[config.mk]
export PLATFORM = sky130hd
export DESIGN_NAME = step_rdy_ctrl
export DESIGN_NICKNAME = d
export VERILOG_FILES = /design/src/rtl/step_rdy_pkg.sv /design/src/rtl/step_btn_sync.sv /design/src/rtl/step_btn_debounce.sv /design/src/rtl/step_halt_ctrl.sv /design/src/rtl/step_rdy_ctrl.sv
export SDC_FILE = /design/constraint.sdc
export NUM_CORES = 1
export LEC_CHECK = 0
export BUFFER_PORTS_ARGS = -buffer_cell sky130_fd_sc_hd__buf_2
export CAP_MARGIN = 25
export CORE_UTILIZATION = 25
export DETAILED_ROUTE_END_ITERATION = 6
export PLACE_DENSITY_LB_ADDON = 0.1
export SYNTH_ARGS = -nofsm -noshare
export SYNTH_HDL_FRONTEND = slang
export SYNTH_SLANG_ARGS = --single-unit
export TNS_END_PERCENT = 20
[constraint.sdc]
create_clock -name clk -period 1 [get_ports clk]
set_input_delay 0.25 -clock clk [delete_from_list [all_inputs] [get_ports clk]]
set_output_delay 0.25 -clock clk [all_outputs]
set_load 0.1 [all_outputs]
[src/rtl/step_rdy_pkg.sv]
package step_rdy_pkg;

  typedef enum logic {
    GRAN_CYCLE = 1'b0,
    GRAN_INSTR = 1'b1
  } step_gran_e;

  // one bus cycle as seen at the edge that closes it
  typedef struct packed {
    logic       run;
    step_gran_e gran;
    logic       fetch;
    logic       rd;
  } bus_view_t;

endpackage

[src/rtl/step_btn_sync.sv]
module step_btn_sync #(
  parameter int unsigned STAGES = 2
) (
  input  logic clk,
  input  logic rst_n,
  input  logic d_i,
  output logic q_o
);

  logic [STAGES-1:0] chain_q;
  logic [STAGES:0]   shift_w;

  assign shift_w = {chain_q, d_i};

  always_ff @(posedge clk or negedge rst_n) begin
    if (!rst_n) chain_q <= '0;
    else        chain_q <= shift_w[STAGES-1:0];
  end

  assign q_o = chain_q[STAGES-1];

endmodule

[src/rtl/step_btn_debounce.sv]
module step_btn_debounce #(
  parameter int unsigned HOLD_CYCLES = 50000
) (
  input  logic clk,
  input  logic rst_n,
  input  logic level_i,
  output logic press_o
);

  localparam int unsigned CW = (HOLD_CYCLES > 1) ? $clog2(HOLD_CYCLES) : 1;
  localparam logic [CW-1:0] LAST = CW'(HOLD_CYCLES - 1);

  logic          stable_q, stable_d;
  logic [CW-1:0] cnt_q, cnt_d;
  logic          press_q, press_d;

  always_comb begin
    stable_d = stable_q;
    cnt_d    = '0;
    press_d  = 1'b0;
    if (level_i != stable_q) begin
      if (cnt_q == LAST) begin
        stable_d = level_i;
        press_d  = level_i;
      end else begin
        cnt_d = cnt_q + 1'b1;
      end
    end
  end

  always_ff @(posedge clk or negedge rst_n) begin
    if (!rst_n) begin
      stable_q <= 1'b0;
      cnt_q    <= '0;
      press_q  <= 1'b0;
    end else begin
      stable_q <= stable_d;
      cnt_q    <= cnt_d;
      press_q  <= press_d;
    end
  end

  assign press_o = press_q;

endmodule

[src/rtl/step_halt_ctrl.sv]
module step_halt_ctrl
  import step_rdy_pkg::*;
(
  input  logic      clk,
  input  logic      rst_n,
  input  bus_view_t bus_i,
  input  logic      step_i,
  output logic      rdy_o,
  output logic      boot_o,
  output logic      pend_o
);

  logic rdy_q, rdy_d;
  logic pend_q, pend_d;
  logic boot_q, boot_d;
  logic by_instr, halt_due;

  // until the first fetch after reset, stop only at a fetch
  assign by_instr = boot_q | (bus_i.gran == GRAN_INSTR);
  assign halt_due = pend_q | !by_instr | bus_i.fetch;

  always_comb begin
    rdy_d  = rdy_q;
    pend_d = pend_q;
    boot_d = boot_q;
    if (rdy_q && bus_i.fetch) boot_d = 1'b0;
    if (bus_i.run) begin
      rdy_d  = 1'b1;
      pend_d = 1'b0;
    end else if (!rdy_q) begin
      pend_d = 1'b0;
      if (step_i) rdy_d = 1'b1;
    end else if (halt_due) begin
      if (bus_i.rd) begin
        rdy_d  = 1'b0;
        pend_d = 1'b0;
      end else begin
        pend_d = 1'b1;
      end
    end
  end

  always_ff @(posedge clk or negedge rst_n) begin
    if (!rst_n) begin
      rdy_q  <= 1'b1;
      pend_q <= 1'b0;
      boot_q <= 1'b1;
    end else begin
      rdy_q  <= rdy_d;
      pend_q <= pend_d;
      boot_q <= boot_d;
    end
  end

  assign rdy_o  = rdy_q;
  assign boot_o = boot_q;
  assign pend_o = pend_q;

endmodule

[src/rtl/step_rdy_ctrl.sv]
module step_rdy_ctrl
  import step_rdy_pkg::*;
#(
  parameter int unsigned DEBOUNCE_CYCLES = 50000,
  parameter int unsigned SYNC_STAGES     = 2,
  parameter int unsigned RST_STAGES      = 2
) (
  input  logic clk,
  input  logic rst_n,
  input  logic sync_i,
  input  logic rw_i,
  input  logic run_i,
  input  logic instr_mode_i,
  input  logic step_btn_i,
  output logic rdy_o,
  output logic halted_o
);

  logic [RST_STAGES-1:0] rst_q;
  logic [RST_STAGES:0]   rst_shift;
  logic                  rst_core_n;
  logic                  btn_sync, step_pulse;
  logic                  rdy_w, boot_w, pend_w;
  bus_view_t             bus_w;

  // asynchronous assertion, synchronous release
  assign rst_shift = {rst_q, 1'b1};
  always_ff @(posedge clk or negedge rst_n) begin
    if (!rst_n) rst_q <= '0;
    else        rst_q <= rst_shift[RST_STAGES-1:0];
  end
  assign rst_core_n = rst_q[RST_STAGES-1];

  assign bus_w = '{run:   run_i,
                   gran:  step_gran_e'(instr_mode_i),
                   fetch: sync_i,
                   rd:    rw_i};

  step_btn_sync #(.STAGES(SYNC_STAGES)) u_sync (
    .clk  (clk),
    .rst_n(rst_core_n),
    .d_i  (step_btn_i),
    .q_o  (btn_sync)
  );

  step_btn_debounce #(.HOLD_CYCLES(DEBOUNCE_CYCLES)) u_deb (
    .clk    (clk),
    .rst_n  (rst_core_n),
    .level_i(btn_sync),
    .press_o(step_pulse)
  );

  step_halt_ctrl u_halt (
    .clk   (clk),
    .rst_n (rst_core_n),
    .bus_i (bus_w),
    .step_i(step_pulse),
    .rdy_o (rdy_w),
    .boot_o(boot_w),
    .pend_o(pend_w)
  );

  assign rdy_o    = rdy_w;
  assign halted_o = !rdy_w;

endmodule

==> results of run 1 <==
==> state kept, by name, summed over array words and instances, names as in the netlist <==
register        count
rst_q               2
u_sync.chain_q      2
u_halt.boot_o       1
u_halt.rdy_o        1
u_deb.stable_q      1
u_deb.press_o       1
u_halt.pend_o       1
u_deb.cnt_q        16
==> layout by cell type, fill, tap and decap left out, types with 2 or more instances in the layout <==
cell / count
buf_6: 5
dfrtp_1: 18
nand2_8: 2
nand3_4: 2
nor4_4: 3
buf_4: 25
buf_2: 6
xnor2_1: 12
nand3_1: 2
nor3_1: 4
nand4_4: 2
nor2_1: 15
nor4_2: 3
clkinvlp_4: 2
nand2_1: 2
nor2_2: 3
dfrtp_2: 5
clkbuf_8: 3
xor2_1: 2
inv_1: 4
nand4_1: 2
nand3_2: 3
==> cell families after synthesis <==
logic type / share of synthesized area [%]
AND/OR/NAND/NOR: 28.6
flip-flops: 53.5
XOR/XNOR: 11.2
buffers and inverters: 2.56
AO/OA/AOI/OAI: 1.81
adder cells (fa/ha/maj): 1.06
other: 0.319
multiplexers: 0.958
==> cells in the mapped netlist (all sizes together) (2+ instances only) <==
cell type and count:
dfrtp 23, nor2 18, xnor2 12, nand3 6
nor4 6, inv 5, nand4 4, nor3 4
nand2 3, xor2 3, and3 2, dfstp 2
==> routing by layer <==
| metal | up-vias | wire length, µm | part of all wire [%] | GRT usage, % |
|---|---|---|---|---|
| met5 | - | 0 | 0 | 0 |
| met4 | 0 | 26 | 1.1 | 4.67 |
| met3 | 2 | 42 | 1.7 | 2.14 |
| met2 | 5 | 1130 | 46 | 17.2 |
| met1 | 428 | 1270 | 51 | 16.1 |
| li1 | 428 | - | - | - |
==> per-stage QoR <==
stage	setup TNS, ns	util (%)	cells	setup slack, ns
after floorplan	-6.25	-	99	-0.534
after global placement	-6.46	33.4	180	-0.343
after detailed placement	-6.77	33.4	180	-0.365
after CTS	-6.94	37.4	193	-0.457
after global routing	-8.05	38.3	194	-0.478
final	-6.79	38.3	194	-0.446
==> how the worst max path moves through the flow <==
stage,endpoint,start,slack [ns]
2_1_floorplan,halted_o,u_halt.rdy_o,-0.53
3_3_place_gp,u_deb.cnt_q[6],u_deb.cnt_q[5],-0.34
3_5_place_dp,u_deb.cnt_q[10],u_deb.cnt_q[5],-0.36
4_1_cts,rdy_o,u_halt.rdy_o,-0.46
5_1_grt,rdy_o,u_halt.rdy_o,-0.48
6_report,rdy_o,u_halt.rdy_o,-0.45
==> timing repair <==
action / CTS / global route
resized for setup: 12 / 7
gates cloned: 1 / 1
buffers inserted: 7 / 0
pin swaps: 8 / 1
endpoints found under the hold margin: 2 / 0
setup endpoints to repair: 22 / 22
hold buffers: 1 / 0
==> layout make-up <==
class,count,area [µm²],area share [%]
clock inverter,1,7.51,0.442
multi-input combinational,70,622,36.6
inverter,5,22.5,1.32
tap,52,65.1,3.83
sequential,25,638,37.5
timing repair buffer,38,304,17.9
clock buffer,3,41.3,2.43
==> worst max-delay path, cell delays in order, from the launching register on <==
cell and delay, ns:
dfstp_4 0.65, buf_6 0.11, buf_12 0.16
==> power by group <==
group          switching, mW  internal (mW)
logic                  0.128         0.0825
registers             0.0196           1.04
clock network          0.350          0.283
==> metrics, run 1 <==
synth unique cells=29; DRC violations left=0; Syn Inst Count=99; reg-to-reg slack, setup=-0.35 ns; violated checks=setup timing; Area growth, synth to finish=44.7%; EDFF count, synth=0; Layout Nets=151; leading area contributor after synthesis=dfrtp_1; core area=0.00444 mm²; HP Class=in2reg; Final Skew=0.00216 ns; Total Wirelength=2480 µm; wire per inst=12.8 µm; final hold slack=0.0892 ns; vias=863; top cells by area, synth=dfrtp_1 49%, xnor2_1 8.9%, nor4_2 6.4%; final global-route overflow total=0; vias in the first global route=927; crit-path max FO=4; hold wc startpoint=step_btn_i; Setup CP Type=reg2out; Synth Flop Type=dfrtp_1; clk_lat worst skew=0.27 ns; Tmin final=1.45 ns; outcome=finished with violations; ratio of cells with drive above 1 in the final layout=50.7%; Design Power=1.90 mW; gpl congestion=0.727; Synth Net Count=107; DR iter-0 viols=34; #FFs+latches synth=25; reg2reg path depth=4; peak supply drop=369 µV; I/O pin cnt=9; final period utilization=145%; FF-to-FF Start=u_deb.cnt_q[0]; Placement Cell Area=0.00149 mm²; first-pass GRT wire length=4370 µm; hold depth=1; P_leak=0.718 nW; filler instances=479; post-synth top area share=49.0%; H-tree Lvls=1; Starting Density=26.4%; Die Footprint=0.00498 mm²; Post-synth ARST share=100%; final hold violations=0; ANT nets after route=0; Port Buffers=8; CTS tree=done; Hold Path End=u_sync.chain_q[0]; drt pass-1 iters=4; Critical Path End Type=output pin; fmax=692 MHz; initial antenna violation count=0; largest net degree at the start of global routing=16; RSZ-0062 raised after global routing=yes; sequential cell area fraction in the yosys report=53.5%; worst setup margin=-0.446 ns; Avg Inst Size Synth=11.9 µm²; Via density=4.45; Worst Path Required=0.75 ns; hpwl dp=1680 µm; clock root buffer=clkbuf_8; Yosys warning count=0; crit path DAT=1.20 ns; Worst setup SP type=flop; Final Max Tran Viols=0; P per Cell Area=1120 mW/mm²; # setup viols final=22; Clock transition at path regs=0.09 ns; Die Wd=70.6 µm; Die Ht=70.6 µm; reg-to-reg critical path endpoint=u_deb.stable_q; CTS Sinks=25; Finished Cell Area=0.00170 mm²; clk buf depth=2; MaxCap Viol Count=0; Mapped Area=0.00117 mm²; CTS Buf Count=3; Total Routing Usage GR=11.4%; Rows=24; n_diodes=0
(Power assumes the default switching activity.)
==> inputs of run 2 (changes only) <==
--- a/config.mk
+++ b/config.mk
@@ -7,6 +7,7 @@
 export LEC_CHECK = 0
 export BUFFER_PORTS_ARGS = -buffer_cell sky130_fd_sc_hd__buf_2
 export CAP_MARGIN = 25
+export CORE_ASPECT_RATIO = 0.75
 export CORE_UTILIZATION = 25
 export DETAILED_ROUTE_END_ITERATION = 6
 export PLACE_DENSITY_LB_ADDON = 0.1
==> metrics, run 2 (same netlist as run 1, synthesis figures left out) <==
hold depth=1 (unchanged); Seq. cell area=636 µm² (-0.39%); Setup CP Type=reg2out; Via density=4.26 (-4.3%); Hold Path End=u_sync.chain_q[0]; Design Power=1.90 mW (-0.28%); max reg flops=16 (unchanged); P_leak=0.702 nW (-2.1%); hpwl dp=1600 µm (-4.4%); RSZ-0062 raised after global routing=yes; Die Wd=81.2 µm (+15%); ANT nets after route=0 (unchanged); Worst setup SP type=flop; DRC violations left=0 (unchanged); Final Max Tran Viols=0 (unchanged); MaxCap Viol Count=0 (unchanged); Die Ht=61.4 µm (-13%); reg-to-reg critical path endpoint=u_deb.cnt_q[3]; I/O pin cnt=9 (unchanged); FF-to-FF Start=u_deb.cnt_q[4]; largest registers=u_deb.cnt_q x16, rst_q x2, u_sync.chain_q x2; gpl congestion=0.749 (+2.9%); Setup TNS Final=-7.91 ns (-1.12 ns); core area=0.00449 mm² (+1.1%); Final Skew=0.0125 ns (+0.0103 ns); Worst Path Required=0.75 ns (about the same); peak supply drop=525 µV (+42%); Area growth, synth to finish=42.3%; outcome=finished with violations; Clock transition at path regs=0.10 ns (about the same); HP Class=in2reg; filler instances=452 (-5.6%); met1 Use GR=15.6% (-0.48 points); initial antenna violation count=0 (unchanged); clock root buffer=clkbuf_8; met2 Usage GRT=16.2% (-0.95 points); Rows=21 (-13%); commonest non-fill, non-tap cell in the layout=dfrtp_1; CTS tree=done; area of the multi-input gates=597 µm² (-4.0%); CTS Buf Count=3 (unchanged); Total Wirelength=2380 µm (-3.9%); wire per inst=12.3 µm (-3.4%); CP Cell Sequence=buf_6 -> buf_12; most flop-heavy register=u_deb.cnt_q; most frequent cells in the layout=20 x dfrtp_1, 19 x buf_4, 16 x nor2_1, 12 x xnor2_1, 6 x buf_2; crit-path max FO=2 (-2); n_diodes=0 (unchanged); CP bufs+invs=2 (unchanged); H-tree Lvls=1 (unchanged); DR iter-0 viols=36 (+5.9%); Critical Path End Type=output pin; Die Footprint=0.00498 mm² (about the same); drt pass-1 iters=4 (unchanged); Starting Density=26.1% (-0.29 points); final period utilization=142% (-2.2 points); reg-to-reg slack, setup=-0.39 ns (-0.04 ns); crit path DAT=1.17 ns (-0.03 ns); Place WS=-0.397 ns (-0.0321 ns); first-pass GRT wire length=4040 µm (-7.6%); # setup viols final=22 (unchanged); hold wc startpoint=step_btn_i; clk buf depth=2 (unchanged); P per Cell Area=1130 mW/mm² (+1.4%); CTS Sinks=25 (unchanged); final global-route overflow total=0 (unchanged); ratio of cells with drive above 1 in the final layout=46.3% (-4.4 points); vias=822 (-4.8%); slowest CP cell=dfstp_4; clk_lat worst skew=0.27 ns (about the same); Tmin final=1.42 ns (-0.0218 ns); fmax=702 MHz (+1.5%); GRT busiest layer=met2; Port Buffers=8 (unchanged); final hold violations=0 (unchanged); Crit path largest cell delay=0.64 ns (about the same); reg2reg path depth=5 (+1); worst setup margin=-0.424 ns (+0.0218 ns); largest net degree at the start of global routing=24 (+8); CP top delay family=flip-flops; violated checks=setup timing; Layout Nets=145 (-4.0%); Core Util, Final=37.2% (-1.1 points); final hold slack=0.0748 ns (-0.0144 ns); Total Routing Usage GR=11.0% (-0.32 points); GR met3 Demand/Resource=3.56% (+1.4 points); vias in the first global route=815 (-12%)
[run 2: cell count changes in the layout (fill, tap and decap cells not counted), moves of 2 or more]
cell     change
buf_4        -6
buf_12       +3
nand3_2      -2
buf_6        -2
dfrtp_2      -2
dfrtp_1      +2
[run 2: what timing repair did]
item | CTS | global route
pin swaps | 6 | 5
gates cloned | 0 | 1
gates resized for setup | 7 | 6
hold buffers | 1 | 0
setup endpoints to repair | 22 | 23
buffers inserted | 2 | 3
hold endpoints to repair | 2 | 0
[run 2: per-layer routing]
layer / up-vias / routed length (µm)
li1: 415 / -
met1: 394 / 1270
met2: 11 / 996
met3: 2 / 92
met4: 0 / 19
met5: - / 0
[run 2: final cells by class]
| type | instances | share of cell area [%] |
|---|---|---|
| Clock buffer | 3 | 2.47 |
| Clock inverter | 1 | 0.449 |
| Inverter | 5 | 1.35 |
| Multi-Input combinational cell | 69 | 35.7 |
| Sequential cell | 25 | 38.0 |
| Tap cell | 57 | 4.27 |
| Timing Repair Buffer | 33 | 17.7 |
[run 2: report_power, final]
group	internal, mW	total (mW)	switching [mW]
Combinational	0.0924	0.224	0.132
Clock	0.282	0.615	0.333
Sequential	1.04	1.06	0.0184
[run 2: worst max path at each step]
| stage | startpoint | end | slack [ns] | cells after the start |
|---|---|---|---|---|
| finish | u_halt.rdy_o | rdy_o | -0.42 | 2 |
| global route | u_halt.rdy_o | rdy_o | -0.46 | 2 |
| CTS | u_halt.rdy_o | rdy_o | -0.44 | 2 |
| detailed placement | u_deb.cnt_q[4] | u_deb.stable_q | -0.40 | 3 |
| global placement | u_deb.cnt_q[5] | u_deb.stable_q | -0.35 | 3 |
| floorplan | u_halt.rdy_o | halted_o | -0.53 | 1 |
[run 2: stage by stage]
stage               cell area [µm²]  std cells
finish                         1670        193
global route                   1670        193
CTS                            1600        189
detailed placement             1480        182
global placement               1480        182
floorplan                      1210         99
==> inputs of run 3 (changes only) <==
==> constraint.sdc (replaced) <==
create_clock -name clk -period 1 [get_ports clk]
set_input_delay 0.1 -clock clk [delete_from_list [all_inputs] [get_ports clk]]
set_output_delay 0.1 -clock clk [all_outputs]
set_load 0.1 [all_outputs]
==> metrics, run 3 (same netlist as run 1, synthesis figures left out) <==
instance count on the critical path=4 (+2); ANT nets after route=0 (unchanged); reg2reg path depth=4 (-1); Final Max Tran Viols=0 (unchanged); n_diodes=0 (unchanged); Rows=21 (unchanged); final hold slack=0.124 ns (+0.0492 ns); Tmin final=1.41 ns (-0.0161 ns); Design Power=1.90 mW (+0.38%); largest net degree at the start of global routing=16 (-33%); vias in the first global route=850 (+4.3%); Cells after DPL=185 (+1.6%); ratio of cells with drive above 1 in the final layout=46.8% (+0.44 points); # setup viols final=22 (unchanged); crit-path max FO=4 (+2); reg-to-reg critical path endpoint=u_deb.stable_q; DR iter-0 viols=26 (-28%); Final Skew=0.00165 ns (-0.0108 ns); Core Util, Final=37.6% (+0.36 points); clock root buffer=clkbuf_8; most frequent cells in the layout=20 x buf_4, 18 x dfrtp_1, 15 x nor2_1, 12 x xnor2_1, 6 x buf_2; final global-route overflow total=0 (unchanged); CTS tree=done; Crit path largest cell delay=0.44 ns (-0.20 ns); peak supply drop=627 µV (+20%); outcome=finished with violations; first-pass GRT wire length=4080 µm (+1.0%); worst setup margin=-0.408 ns (+0.0161 ns); Clock transition at path regs=0.09 ns (about the same); Worst setup SP type=flop; Die Wd=81.2 µm (unchanged); Worst Path Required=1.16 ns (+0.41 ns); Layout Nets=148 (+2.1%); slowest CP cell=dfrtp_1; drt pass-1 iters=4 (unchanged); Setup CP Type=reg2reg; fmax=710 MHz (+1.1%); MaxCap Viol Count=0 (unchanged); clk buf depth=2 (unchanged); CTS Buf Count=3 (unchanged); most flop-heavy register=u_deb.cnt_q; Starting Density=26.1% (unchanged); FF-to-FF Start=u_deb.cnt_q[0]; wire per inst=12.5 µm (+1.7%); H-tree Lvls=1 (unchanged); largest registers=u_deb.cnt_q x16, rst_q x2, u_sync.chain_q x2; Via density=4.28 (+0.51%); hpwl dp=1730 µm (+7.6%); Non-Filler Instances=196 (+1.6%); commonest non-fill, non-tap cell in the layout=buf_4; core area=0.00449 mm² (unchanged); DRC violations left=0 (unchanged); CP top delay family=flip-flops; gpl congestion=0.709 (-5.3%); Die Ht=61.4 µm (unchanged); HP Class=in2async; max reg flops=16 (unchanged); initial antenna violation count=0 (unchanged); Area growth, synth to finish=43.7%; violated checks=setup timing; CTS Sinks=25 (unchanged); Critical Path End Type=flop; Total Routing Usage GR=11.6% (+0.53 points); reg-to-reg slack, setup=-0.41 ns (-0.02 ns); CP bufs+invs=0 (-2); Die Footprint=0.00498 mm² (unchanged); P_leak=0.701 nW (-0.18%); clk_lat worst skew=0.27 ns (about the same); I/O pin cnt=9 (unchanged); Total Wirelength=2460 µm (+3.3%); P per Cell Area=1130 mW/mm² (-0.58%); Port Buffers=8 (unchanged); vias=839 (+2.1%); crit path DAT=1.57 ns (+0.40 ns); final period utilization=141% (-1.6 points); final hold violations=0 (unchanged); RSZ-0062 raised after global routing=yes; CP Cell Sequence=ha_4 -> and3_4 -> nand4_4 -> mux2_2
[run 3: worst max-delay path by stage]
stage,startpoint,end
after global routing,u_deb.cnt_q[0],u_deb.stable_q
after CTS,u_deb.cnt_q[0],u_deb.stable_q
final,u_deb.cnt_q[0],u_deb.stable_q
after global placement,u_deb.cnt_q[4],u_deb.cnt_q[11]
after detailed placement,u_deb.cnt_q[4],u_deb.cnt_q[10]
after floorplan,u_halt.rdy_o,halted_o
[run 3: cell type report]
| class | count | area, µm² |
|---|---|---|
| fillers | 451 | 2810 |
| flip-flops and latches | 25 | 638 |
| multi-input cells | 68 | 603 |
| repair buffers | 37 | 307 |
| well taps | 57 | 71.3 |
| clock buffers | 3 | 41.3 |
| inverters | 5 | 22.5 |
| clock inverters | 1 | 5.00 |
[run 3: routing by layer]
metal | global-route usage (%) | up-vias | share of wire, %
li1 | - | 414 | -
met1 | 15.1 | 416 | 51
met5 | 0 | - | 0
met2 | 18.1 | 5 | 46
met4 | 5.36 | 0 | 1.1
met3 | 3.11 | 4 | 1.8
[run 3: report_power, final]
group | switching [mW] | internal (mW) | leakage, nW | total (mW)
clock network | 0.334 | 0.279 | 0.0255 | 0.614
logic | 0.128 | 0.0963 | 0.354 | 0.224
registers | 0.0269 | 1.04 | 0.322 | 1.07
[run 3: repair_timing]
action | in CTS | in global routing
hold endpoints to repair | 5 | 0
pin swaps | 9 | 6
gates resized for setup | 8 | 11
endpoints found under the setup margin | 22 | 22
hold buffers | 5 | 0
setup buffers | 0 | 2
[run 3: per-stage QoR]
step / cell area (µm²) / setup TNS [ns] / worst slack, ns
floorplan: 1210 / -6.22 / -0.384
global placement: 1490 / -6.75 / -0.384
detailed placement: 1490 / -6.83 / -0.385
CTS: 1620 / -6.62 / -0.394
global route: 1690 / -7.60 / -0.430
finish: 1690 / -6.24 / -0.408
